### src/rtl/bam_pkg.sv
package bam_pkg;
   typedef enum logic [1:0] {
      RGN_WIN = 2'd0,
      RGN_FIX = 2'd1,
      RGN_DEV = 2'd2,
      RGN_TOP = 2'd3
   } region_e;
endpackage

### src/rtl/bam_region_decode.sv
module bam_region_decode
   import bam_pkg::*;
#(
   parameter int CPU_AW   = 16,
   parameter int WIN_END  = 'h4000,
   parameter int DEV_BASE = 'hA000,
   parameter int DEV_END  = 'hB000
) (
   input  logic [CPU_AW-1:0] addr,
   output region_e           region
);
   localparam int SPACE = 1 << CPU_AW;

   if (!(WIN_END > 0 && WIN_END < DEV_BASE && DEV_BASE < DEV_END && DEV_END <= SPACE))
   begin : g_bad_map
      $error("bam_region_decode: region boundaries out of order");
   end

   localparam logic [CPU_AW-1:0] W_END = CPU_AW'(WIN_END);
   localparam logic [CPU_AW-1:0] D_LO  = CPU_AW'(DEV_BASE);
   localparam logic [CPU_AW-1:0] D_HI  = CPU_AW'(DEV_END - 1);

   always_comb begin
      if (addr < W_END)                       region = RGN_WIN;
      else if (addr < D_LO)                   region = RGN_FIX;
      else if (addr <= D_HI)                  region = RGN_DEV;
      else                                    region = RGN_TOP;
   end
endmodule

### src/rtl/bam_bank_reg.sv
module bam_bank_reg #(
   parameter int DATA_W = 4,
   parameter int BANK_W = 3
) (
   input  logic              clk,
   input  logic              rst_n,
   input  logic              load,
   input  logic [DATA_W-1:0] din,
   output logic [BANK_W-1:0] bank
);
   if (BANK_W < 1 || DATA_W < BANK_W) begin : g_bad_w
      $error("bam_bank_reg: DATA_W must be at least BANK_W");
   end

   if (DATA_W > BANK_W) begin : g_spare
      logic spare_unused;
      assign spare_unused = ^din[DATA_W-1:BANK_W];
   end

   always_ff @(posedge clk or negedge rst_n) begin
      if (!rst_n)     bank <= '0;
      else if (load)  bank <= din[BANK_W-1:0];
   end

   assert_bank_load_R6: assert property (@(posedge clk) disable iff (!rst_n)
      $past(load) |-> bank == $past(din[BANK_W-1:0]));

   assert_bank_hold_R10: assert property (@(posedge clk) disable iff (!rst_n)
      !$past(load) |-> $stable(bank));
endmodule

### src/rtl/bam_phys_addr.sv
module bam_phys_addr #(
   parameter int CPU_AW   = 16,
   parameter int WIN_BITS = 14,
   parameter int BANK_W   = 3
) (
   input  logic [CPU_AW-1:0]          addr,
   input  logic                       in_win,
   input  logic [BANK_W-1:0]          bank,
   output logic [BANK_W+WIN_BITS-1:0] phys
);
   localparam int PHYS_AW = BANK_W + WIN_BITS;
   localparam int PAD     = PHYS_AW - CPU_AW;

   if (WIN_BITS >= CPU_AW || PAD < 0) begin : g_bad_w
      $error("bam_phys_addr: physical space smaller than CPU space");
   end

   logic [PHYS_AW-1:0] pass;
   if (PAD > 0) begin : g_pad
      assign pass = {{PAD{1'b0}}, addr};
   end else begin : g_flat
      assign pass = addr;
   end

   always_comb begin
      if (in_win) phys = {bank, addr[WIN_BITS-1:0]};
      else        phys = pass;
   end
endmodule

### src/rtl/bank_addr_mapper.sv
module bank_addr_mapper
   import bam_pkg::*;
#(
   parameter int CPU_AW   = 16,
   parameter int WIN_BITS = 14,
   parameter int BANK_W   = 3,
   parameter int DATA_W   = 4,
   parameter int DEV_BASE = 'hA000,
   parameter int DEV_END  = 'hB000
) (
   input  logic                       clk,
   input  logic                       rst_n,
   input  logic [CPU_AW-1:0]          cpu_addr,
   input  logic                       cpu_rnw,
   input  logic                       cyc_valid,
   input  logic                       rom_en,
   input  logic                       bank_wr,
   input  logic [DATA_W-1:0]          bank_data,
   output logic                       ram_sel,
   output logic                       rom_sel,
   output logic                       io_req,
   output logic                       rom_wr_flag,
   output logic [BANK_W+WIN_BITS-1:0] phys_addr
);
   localparam int PHYS_AW = BANK_W + WIN_BITS;
   localparam int WIN_END = 1 << WIN_BITS;

   region_e            region;
   logic [BANK_W-1:0]  bank_q;

   bam_region_decode #(
      .CPU_AW(CPU_AW), .WIN_END(WIN_END),
      .DEV_BASE(DEV_BASE), .DEV_END(DEV_END)
   ) i_decode (
      .addr(cpu_addr), .region(region)
   );

   bam_bank_reg #(.DATA_W(DATA_W), .BANK_W(BANK_W)) i_bank (
      .clk(clk), .rst_n(rst_n), .load(bank_wr), .din(bank_data), .bank(bank_q)
   );

   bam_phys_addr #(.CPU_AW(CPU_AW), .WIN_BITS(WIN_BITS), .BANK_W(BANK_W)) i_phys (
      .addr(cpu_addr), .in_win(region == RGN_WIN), .bank(bank_q), .phys(phys_addr)
   );

   always_comb begin
      ram_sel = 1'b0;
      rom_sel = 1'b0;
      io_req  = 1'b0;
      if (cyc_valid) begin
         unique case (region)
            RGN_WIN, RGN_FIX: ram_sel = 1'b1;
            RGN_DEV:          io_req  = 1'b1;
            RGN_TOP:          if (rom_en) rom_sel = 1'b1; else ram_sel = 1'b1;
         endcase
      end
      rom_wr_flag = rom_sel & ~cpu_rnw;
   end

   assert_sel_onehot_R8: assert property (@(posedge clk) disable iff (!rst_n)
      $onehot0({ram_sel, rom_sel, io_req}));

   assert_sel_idle_R8: assert property (@(posedge clk) disable iff (!rst_n)
      !cyc_valid |-> !(ram_sel || rom_sel || io_req));

   assert_win_bank_R1: assert property (@(posedge clk) disable iff (!rst_n)
      (cpu_addr < CPU_AW'(WIN_END)) |-> phys_addr[PHYS_AW-1:WIN_BITS] == bank_q);

   assert_pass_thru_R2: assert property (@(posedge clk) disable iff (!rst_n)
      (cpu_addr >= CPU_AW'(WIN_END)) |-> phys_addr == PHYS_AW'(cpu_addr));

   assert_dev_range_R3: assert property (@(posedge clk) disable iff (!rst_n)
      io_req |-> (cpu_addr >= CPU_AW'(DEV_BASE) && cpu_addr < CPU_AW'(DEV_END)));

   assert_rom_mode_R4: assert property (@(posedge clk) disable iff (!rst_n)
      rom_sel |-> rom_en);

   assert_rom_write_R9: assert property (@(posedge clk) disable iff (!rst_n)
      rom_wr_flag |-> (rom_sel && !cpu_rnw));
endmodule

### config.mk
export PLATFORM = sky130hd
export DESIGN_NAME = bank_addr_mapper
export DESIGN_NICKNAME = d
export VERILOG_FILES = /design/src/rtl/bam_pkg.sv /design/src/rtl/bam_region_decode.sv /design/src/rtl/bam_bank_reg.sv /design/src/rtl/bam_phys_addr.sv /design/src/rtl/bank_addr_mapper.sv
export SDC_FILE = /design/constraint.sdc
export NUM_CORES = 1
export LEC_CHECK = 0
export BUFFER_PORTS_ARGS = -buffer_cell sky130_fd_sc_hd__buf_4
export CORE_AREA = 2 2 39 41
export DETAILED_ROUTE_END_ITERATION = 10
export DIE_AREA = 0 0 41 43
export PLACE_DENSITY = 0.68
export SYNTH_ARGS = -nofsm -noshare
export SYNTH_HDL_FRONTEND = slang
export SYNTH_HIERARCHICAL = 1
export SYNTH_SLANG_ARGS = --single-unit
### constraint.sdc
create_clock -name clk -period 1.6 [get_ports clk]
set_input_delay 0.32 -clock clk [delete_from_list [all_inputs] [get_ports clk]]
set_output_delay 0.32 -clock clk [all_outputs]
set_load 0.1 [all_outputs]
==> run summary, run 1 <==
The worst clock skew is 0 ns. Across the run, the number of max-cap violations was 0. The setup slack of the critical path after layout came out at -0.146 ns.

Data arrives at the worst endpoint at 1.43 ns. The horizontal die dimension came out at between 40 and 50 µm. For this design the total switching power over the nets is 0.172 mW. After detailed routing, the number of remaining DRC violations is 0. The number of hold-slack violations in the final timing report is 0. The cell area after placement came out at approximately 450 µm². Counting every net in the synthesized netlist gives 59. Summed over all layers, the routed wires come to 710 µm. The core area is approximately 0.0014 mm². The most common library cell in the layout ignoring fill and taps is sky130_fd_sc_hd__buf_4.

Dividing the detail-routed wire length by the instance count gives roughly 10 µm. The maximum clock frequency came out at ~570 MHz. The worst reg-to-reg setup slack is a little over 0.8 ns. The share of total power dissipated in sequential elements is 0.196. Across the VDD grid, the largest voltage drop is between 400 and 500 µV. The register bit count reported by yosys came out at 3. The number of flip-flops under the largest register name came out at 3. The total standard cell area after synthesis came out at approximately 300 µm².

After filler insertion, the fill cell instance count of the layout stands at about 140. The clock period minus worst slack is 1.75 ns. The dominant delay contributor by cell family on the critical path is buffers and inverters. The port buffer count came out at 21. TritonCTS built the clock tree. The worst setup path is captured at an output port.

Along the worst path, the maximum fanout reaches 3. TritonCTS created 3 clock buffers. The share of layout cells above drive strength 1 came out at 0.827.

The cell depth of the worst flop-to-flop path is 1. Traced cell by cell, the critical path runs through buf_6 -> nand2b_4 -> a21o_1 -> buf_4 -> buf_6 -> and4_4 -> and2b_4 -> buf_12. The die footprint came out at about 0.0018 mm². Cell internal power was estimated by the tool at between 0.2 and 0.3 mW. The worst-case headroom to the max-slew limit is 0.815. The initial core utilization came out at 0.222. The switching fraction of total power came out at 0.380. The largest registers in the layout are i_bank/bank: 3 flops. The count of nets left with antenna violations once routing finished came out at 0. The synthesized instance count came out at 33. The unique cell type count in the Yosys netlist is 12. Dividing total power by cell area gives a power density of ~740 mW/mm². The worst register-to-register path ends at i_bank/bank[2]. The routed via count divided by cell count is roughly 4.1. The die extent in y came out at about 43 µm. The final clock period utilization by the worst path is 1.09. The overflow left after global routing is 0. The number of clock sinks came out at 3. The peak per-stage delay on the critical path came out at between 0.15 and 0.2 ns. Setup total negative slack on the finished layout was measured at -0.398 ns. The library cells used most frequently in the layout, excluding fill and tap cells, are 19 x sky130_fd_sc_hd__buf_4, 7 x sky130_fd_sc_hd__buf_12, 3 x sky130_fd_sc_hd__clkbuf_4, 3 x sky130_fd_sc_hd__mux2_2, 3 x sky130_fd_sc_hd__dfrtp_1.

The final-report setup violation count came out at 4. The number of warnings reported in the yosys synthesis log is 6. The worst hold path was traced through 2 stages.

The global placer's final weighted congestion came out at 0.575. The H-tree level count is 1. The area added between synthesis and finish is 99.2%. The wire length of the first global-routing pass is around 940 µm. In this run the static leakage power is around 0.30 nW. The clock latency of the later-clocked register in the worst-skew pair came out at around 0.23 ns. The final max-slew violation count came out at 0. The startpoint identified for the worst hold timing path is bank_data[0]. The checks that failed: setup timing. The share of total power dissipated in combinational logic is 0.514. The dominant cell type by count on the critical path is sky130_fd_sc_hd__buf_6. The number of global-route vias before repair is 260. Setup repair after global routing could not meet its margin everywhere. The critical path in this run is classified as input pin to output port.

The register clock-pin slew on the reported worst setup and hold paths is roughly 0.040 ns. The cell at the slowest stage of the critical path is sky130_fd_sc_hd__and2b_4. The number of stages on the worst setup path came out at 8. The initial DRC count came out at 3. The tree is rooted in a sky130_fd_sc_hd__clkbuf_4. The min-delay analysis places its worst path in the category input pin to register.

The number of I/O pins is 47. After routing the design area is around 610 µm². The share of power burned in the clock network is 0.290. The global-route total usage across every layer came out at 0.0837. The iteration count of the initial detailed-routing pass came out at 2. STA classifies the critical path startpoint as an input pin. The beginning of the worst register-to-register path is i_bank/bank[2]. The routed layout has 281 vias. After floorplanning, the core was divided into 14 placement rows. The sequential fraction of the synthesis area came out at 0.245. The slew at the pin closest to its max-slew limit is between 0.2 and 0.3 ns. Ranked by flip-flop count, first place goes to i_bank/bank. The number of antenna violations at the first check in global routing came out at 0. The maximum clock insertion buffer count came out at 2.

Entering global routing, the biggest net connects 4 pins. The run finished, with violations left. The data required time of the critical path came out at between 1 and 1.5 ns. The per-instance average area after synthesis came out at 9.29 µm².

The number of buffers and inverters on the critical path is 4. The repair_antennas step left the layout with diodes totalling 0. The post-layout net count came out at 79. For hold timing, the worst endpoint is i_bank/bank[0].
## synth_stat cells
master,instances,area [µm²]
sky130_fd_sc_hd__o21a_1,1,7.51
sky130_fd_sc_hd__nor2_1,2,7.51
sky130_fd_sc_hd__buf_4,14,105
sky130_fd_sc_hd__a21boi_0,1,7.51
sky130_fd_sc_hd__and2b_1,1,7.51
sky130_fd_sc_hd__nand2b_1,2,12.5
sky130_fd_sc_hd__nand2_1,1,3.75
sky130_fd_sc_hd__dfrtp_1,3,75.1
sky130_fd_sc_hd__and4_1,1,8.76
sky130_fd_sc_hd__mux2_2,5,56.3
sky130_fd_sc_hd__and2_2,1,7.51
sky130_fd_sc_hd__a21o_1,1,7.51
## how the worst max path moves through the flow
stage                       startpoint             to  slack [ns]
after floorplan           cpu_addr[12]         io_req       -0.15
after global placement    cpu_addr[12]  phys_addr[14]       -0.18
after detailed placement  cpu_addr[12]  phys_addr[15]       -0.18
after CTS                 cpu_addr[12]  phys_addr[15]       -0.12
after global routing      cpu_addr[12]  phys_addr[15]       -0.18
final                     cpu_addr[12]    rom_wr_flag       -0.15
## per-layer routing
layer,wire length (µm),global-route usage,up-vias
li1,-,-,132
met2,386,0.128,16
met4,0,0.0867,0
met5,0,0,-
met3,88,0.0366,0
met1,235,0.0717,133
## what timing repair did
| action | CTS | global route |
|---|---|---|
| endpoints found under the hold margin | 3 | 0 |
| hold buffers | 1 | 0 |
| pin swaps | 0 | 2 |
| setup buffers | 0 | 2 |
| gates resized for setup | 12 | 13 |
| endpoints found under the setup margin | 5 | 6 |
## layout make-up
type	count	area, µm²	share of cell area
timing repair buffer	29	315	0.516
multi-input combinational	16	174	0.285
sequential	3	75.1	0.123
clock buffer	4	26.3	0.0430
tap	16	20.0	0.0328
## per-stage QoR
step	worst slack (ns)	power, mW	hold slack [ns]	util	std cells
final	-0.146	0.452	0.325	0.441	68
after global routing	-0.177	0.476	0.318	0.441	68
after CTS	-0.118	0.440	0.313	0.388	66
after detailed placement	-0.177	0.280	0.114	0.326	61
after global placement	-0.182	0.277	0.109	0.326	61
after floorplan	-0.151	0.364	0.0244	-	33
## cell families (layout without fill, tap and decap cells)
family          count (synthesis)  after routing  share of synthesized area
simple gates                    8              8                      0.155
mux                             5              5                      0.184
buf+inv                        14             33                      0.343
flops                           3              3                      0.245
compound gates                  3              3                     0.0735
## power by group through the flow
stage               clock, mW  sequential, mW  combinational, mW
finish                  0.131          0.0888              0.232
global placement            0          0.0887              0.188
CTS                     0.140          0.0888              0.212
detailed placement          0          0.0899              0.190
global route            0.146          0.0891              0.241
floorplan                   0          0.0875              0.276
Note: power is estimated with default switching activity, not from simulation.
==> run 2: changes to the inputs <==
- SETUP_SLACK_MARGIN: not set -> 0.3
==> run summary, run 2 (synthesis results as in run 1) <==
The flow ran to the end, but the final reports show violations. The final reports fail on setup timing. The port buffer count was 21 (unchanged).

The number of antenna repair diodes came out at 0 (unchanged). The number of CTS-inserted buffers came out at 3 (unchanged). Summed over all nets, the half-perimeter wirelength after detailed placement is between 500 and 600 µm.

The switching fraction of total power came out at 0.383 (+0.00336). The routed via count divided by cell count is 4.20 (+1.7%). The worst reg-to-reg setup slack came to 0.84 ns (about the same). The slew at the pin closest to its max-slew limit is 0.281 ns (+0.00132 ns).

The clock period minus worst slack came out at 1.68 ns (-0.0651 ns). The worst-case headroom to the max-slew limit is 0.814 (-0.000876). The number of stages on the worst setup path is 6 (-2).

The post-layout net count is 80 (+1.3%). The overflow left after global routing came to 0 (unchanged). The initial DRC count came out at 1 (-2). The final clock period utilization by the worst path came out at 1.05 (-0.0407). The standby leakage power is 0.305 nW (+2.7%). Clock tree synthesis selected as its root buffer the cell sky130_fd_sc_hd__clkbuf_4. The peak per-stage delay on the critical path came to 0.32 ns (+0.15 ns). The initial core utilization came out at 0.222 (unchanged). The die extent in y came out at 43 µm (unchanged). The filler cell count is 140 (-2.1%). The final routed wire length divided by cell count came out at 11.4 µm (+9.2%).

The combined flip-flop and latch cell area came out at 75.1 µm² (unchanged). The iteration count of the initial detailed-routing pass came out at 2 (unchanged). The cell area power density is 719 mW/mm² (-2.8%). The share of power burned in the clock network came to 0.288 (-0.002). The setup slack of the critical path after layout is -0.0804 ns (+0.0651 ns).

The critical path goes through buf_6 -> nand2b_4 -> a21o_4 -> nor2_4 -> mux2_4 -> buf_12. The register clock-pin slew on the reported worst setup and hold paths is 0.04 ns (about the same). The cell depth of the worst flop-to-flop path is 1 (unchanged). The area of the multi-input gates is 196 µm² (+13%).

The worst register-to-register path begins at i_bank/bank[2]. Setup repair after global routing could not meet its margin everywhere. Tracing the worst setup path back leads to its startpoint at cpu_addr[12]. The number of antenna violations at the first check in global routing is 0 (unchanged).

The total internal power came out at 0.286 mW (+2.0%). The type of destination of the critical path is an output port. The cell area after placement is 464 µm² (+2.8%).

The horizontal die dimension is 41 µm (unchanged). The worst ir drop on vdd was 440 µV (+2.2%). The number of flip-flops under the largest register name is 3 (unchanged).

Compared with the post-synthesis result, the final layout area differs by 110%. The worst setup path is launched from an input pin. The post-layout instance count excluding filler cells is 69 (+1.5%).

The total number of placement rows came out at 14 (unchanged). The core area came out at 0.00138 mm² (unchanged). The max-capacitance violation count came out at 0 (unchanged). The data arrival at the endpoint of the critical path was 1.36 ns (-0.07 ns).

The DRC violation count after routing came to 0 (unchanged). The sum of buffers and inverters on the critical path came to 2 (-2). TritonCTS built the clock tree. The path class of the tightest hold or removal check is input pin to register. The total power came out at 0.464 mW (+2.6%). Among cell families on the critical path, the largest total delay comes from multiplexers. The die footprint is 0.00176 mm² (unchanged). More flip-flops sit in one register than any other, and that register is i_bank/bank. The number of clock sinks is 3 (unchanged). The number of I/O pins came out at 47 (unchanged). The maximum clock insertion buffer count is 2 (unchanged). Leaving out fill and tap cells, the most frequent cell in the layout is sky130_fd_sc_hd__buf_4.

The largest individual stage delay along the critical path comes from the cell sky130_fd_sc_hd__mux2_4. The cell depth of the worst min-delay path came out at 2 (unchanged). The final-report setup violation count is 6 (+2). The final max-slew violation count came out at 0 (unchanged). The maximum clock frequency is 595 MHz (+3.9%). The library cells used most frequently in the layout, excluding fill and tap cells, are 19 x sky130_fd_sc_hd__buf_4, 7 x sky130_fd_sc_hd__buf_12. The routed wire length was 787 µm (+11%). The sequential cell fraction of total power is 0.190 (-0.006).

The maximum net fanout on the critical path came to 3 (unchanged). The pin count of the biggest net entering global routing came out at 4 (unchanged). The number of nets still failing antenna checks after routing is 0 (unchanged). The number of vias in the routed layout was 290 (+3.2%). The switching power came out at 0.178 mW (+3.5%). The worst setup path is of the input pin to output port kind.

The number of global-route vias before repair was 289 (+11%). The cell total after placement is 60 (-1.6%). The cell area after layout is 644 µm² (+5.5%). The data required time of the critical path is 1.28 ns (about the same).

The H-tree level count came to 1 (unchanged). The number of hold-slack violations in the final timing report came out at 0 (unchanged). The wire length of the first global-routing pass is 1160 µm (+24%). The critical path ends at phys_addr[14].

In this run the critical register-to-register path is captured at i_bank/bank[2]. The global placer's final weighted congestion is 0.641 (+11%). The worst clock skew came to 0 ns (unchanged). The clock latency of the later-clocked register in the worst-skew pair came to 0.23 ns (about the same).

The combinational group share of total power is 0.522 (+0.008). In the final layout, the registers with the most flip-flops are i_bank/bank: 3 flops. The share of layout cells above drive strength 1 was 0.887 (+0.0599). The global-route total usage across every layer is 0.103 (+0.0190).
==> run 2: per-stage QoR <==
step | TNS, ns | worst slack [ns] | util | hold WS, ns
2_1_floorplan | -0.164 | -0.164 | - | 0.0244
3_3_place_gp | -0.421 | -0.156 | 0.335 | 0.110
3_5_place_dp | -0.440 | -0.159 | 0.335 | 0.113
4_1_cts | -0.171 | -0.0802 | 0.452 | 0.318
5_1_grt | -0.418 | -0.107 | 0.466 | 0.321
6_report | -0.240 | -0.0804 | 0.466 | 0.320
==> run 2: metal layers <==
layer | track usage | share of wire | wire (µm) | vias to the layer above
li1 | - | - | - | 135
met1 | 0.0779 | 0.28 | 220 | 136
met2 | 0.163 | 0.57 | 452 | 17
met3 | 0.0785 | 0.14 | 109 | 2
met4 | 0.0733 | 0.0051 | 4 | 0
met5 | 0 | 0 | 0 | -
==> run 2: power groups by stage <==
stage / clock [mW] / combinational [mW] / sequential (mW)
2_1_floorplan: 0 / 0.282 / 0.0875
5_1_grt: 0.148 / 0.252 / 0.0889
4_1_cts: 0.138 / 0.238 / 0.0885
3_3_place_gp: 0 / 0.192 / 0.0885
6_report: 0.134 / 0.242 / 0.0881
3_5_place_dp: 0 / 0.194 / 0.0895
==> run 2: what timing repair did <==
action                     CTS  global route
buffers inserted             2             2
pin swaps                    1             1
setup endpoints to repair    7             7
gates resized for setup     25             1
hold endpoints to repair     3             0
hold buffers                 1             0
==> run 2: how the worst min path moves through the flow <==
stage | start | end | slack (ns)
after global placement | rst_n | i_bank/bank[2] | 0.11
after detailed placement | rst_n | i_bank/bank[0] | 0.11
after floorplan | rst_n | i_bank/bank[0] | 0.02
after CTS | bank_data[1] | i_bank/bank[1] | 0.32
final | bank_data[0] | i_bank/bank[0] | 0.32
after global routing | bank_data[0] | i_bank/bank[0] | 0.32
==> run 2: final cells by class <==
| type | instances | area share |
|---|---|---|
| well taps | 16 | 0.0311 |
| flip-flops and latches | 3 | 0.117 |
| clock buffers | 4 | 0.0408 |
| multi-input cells | 16 | 0.305 |
| repair buffers | 30 | 0.507 |
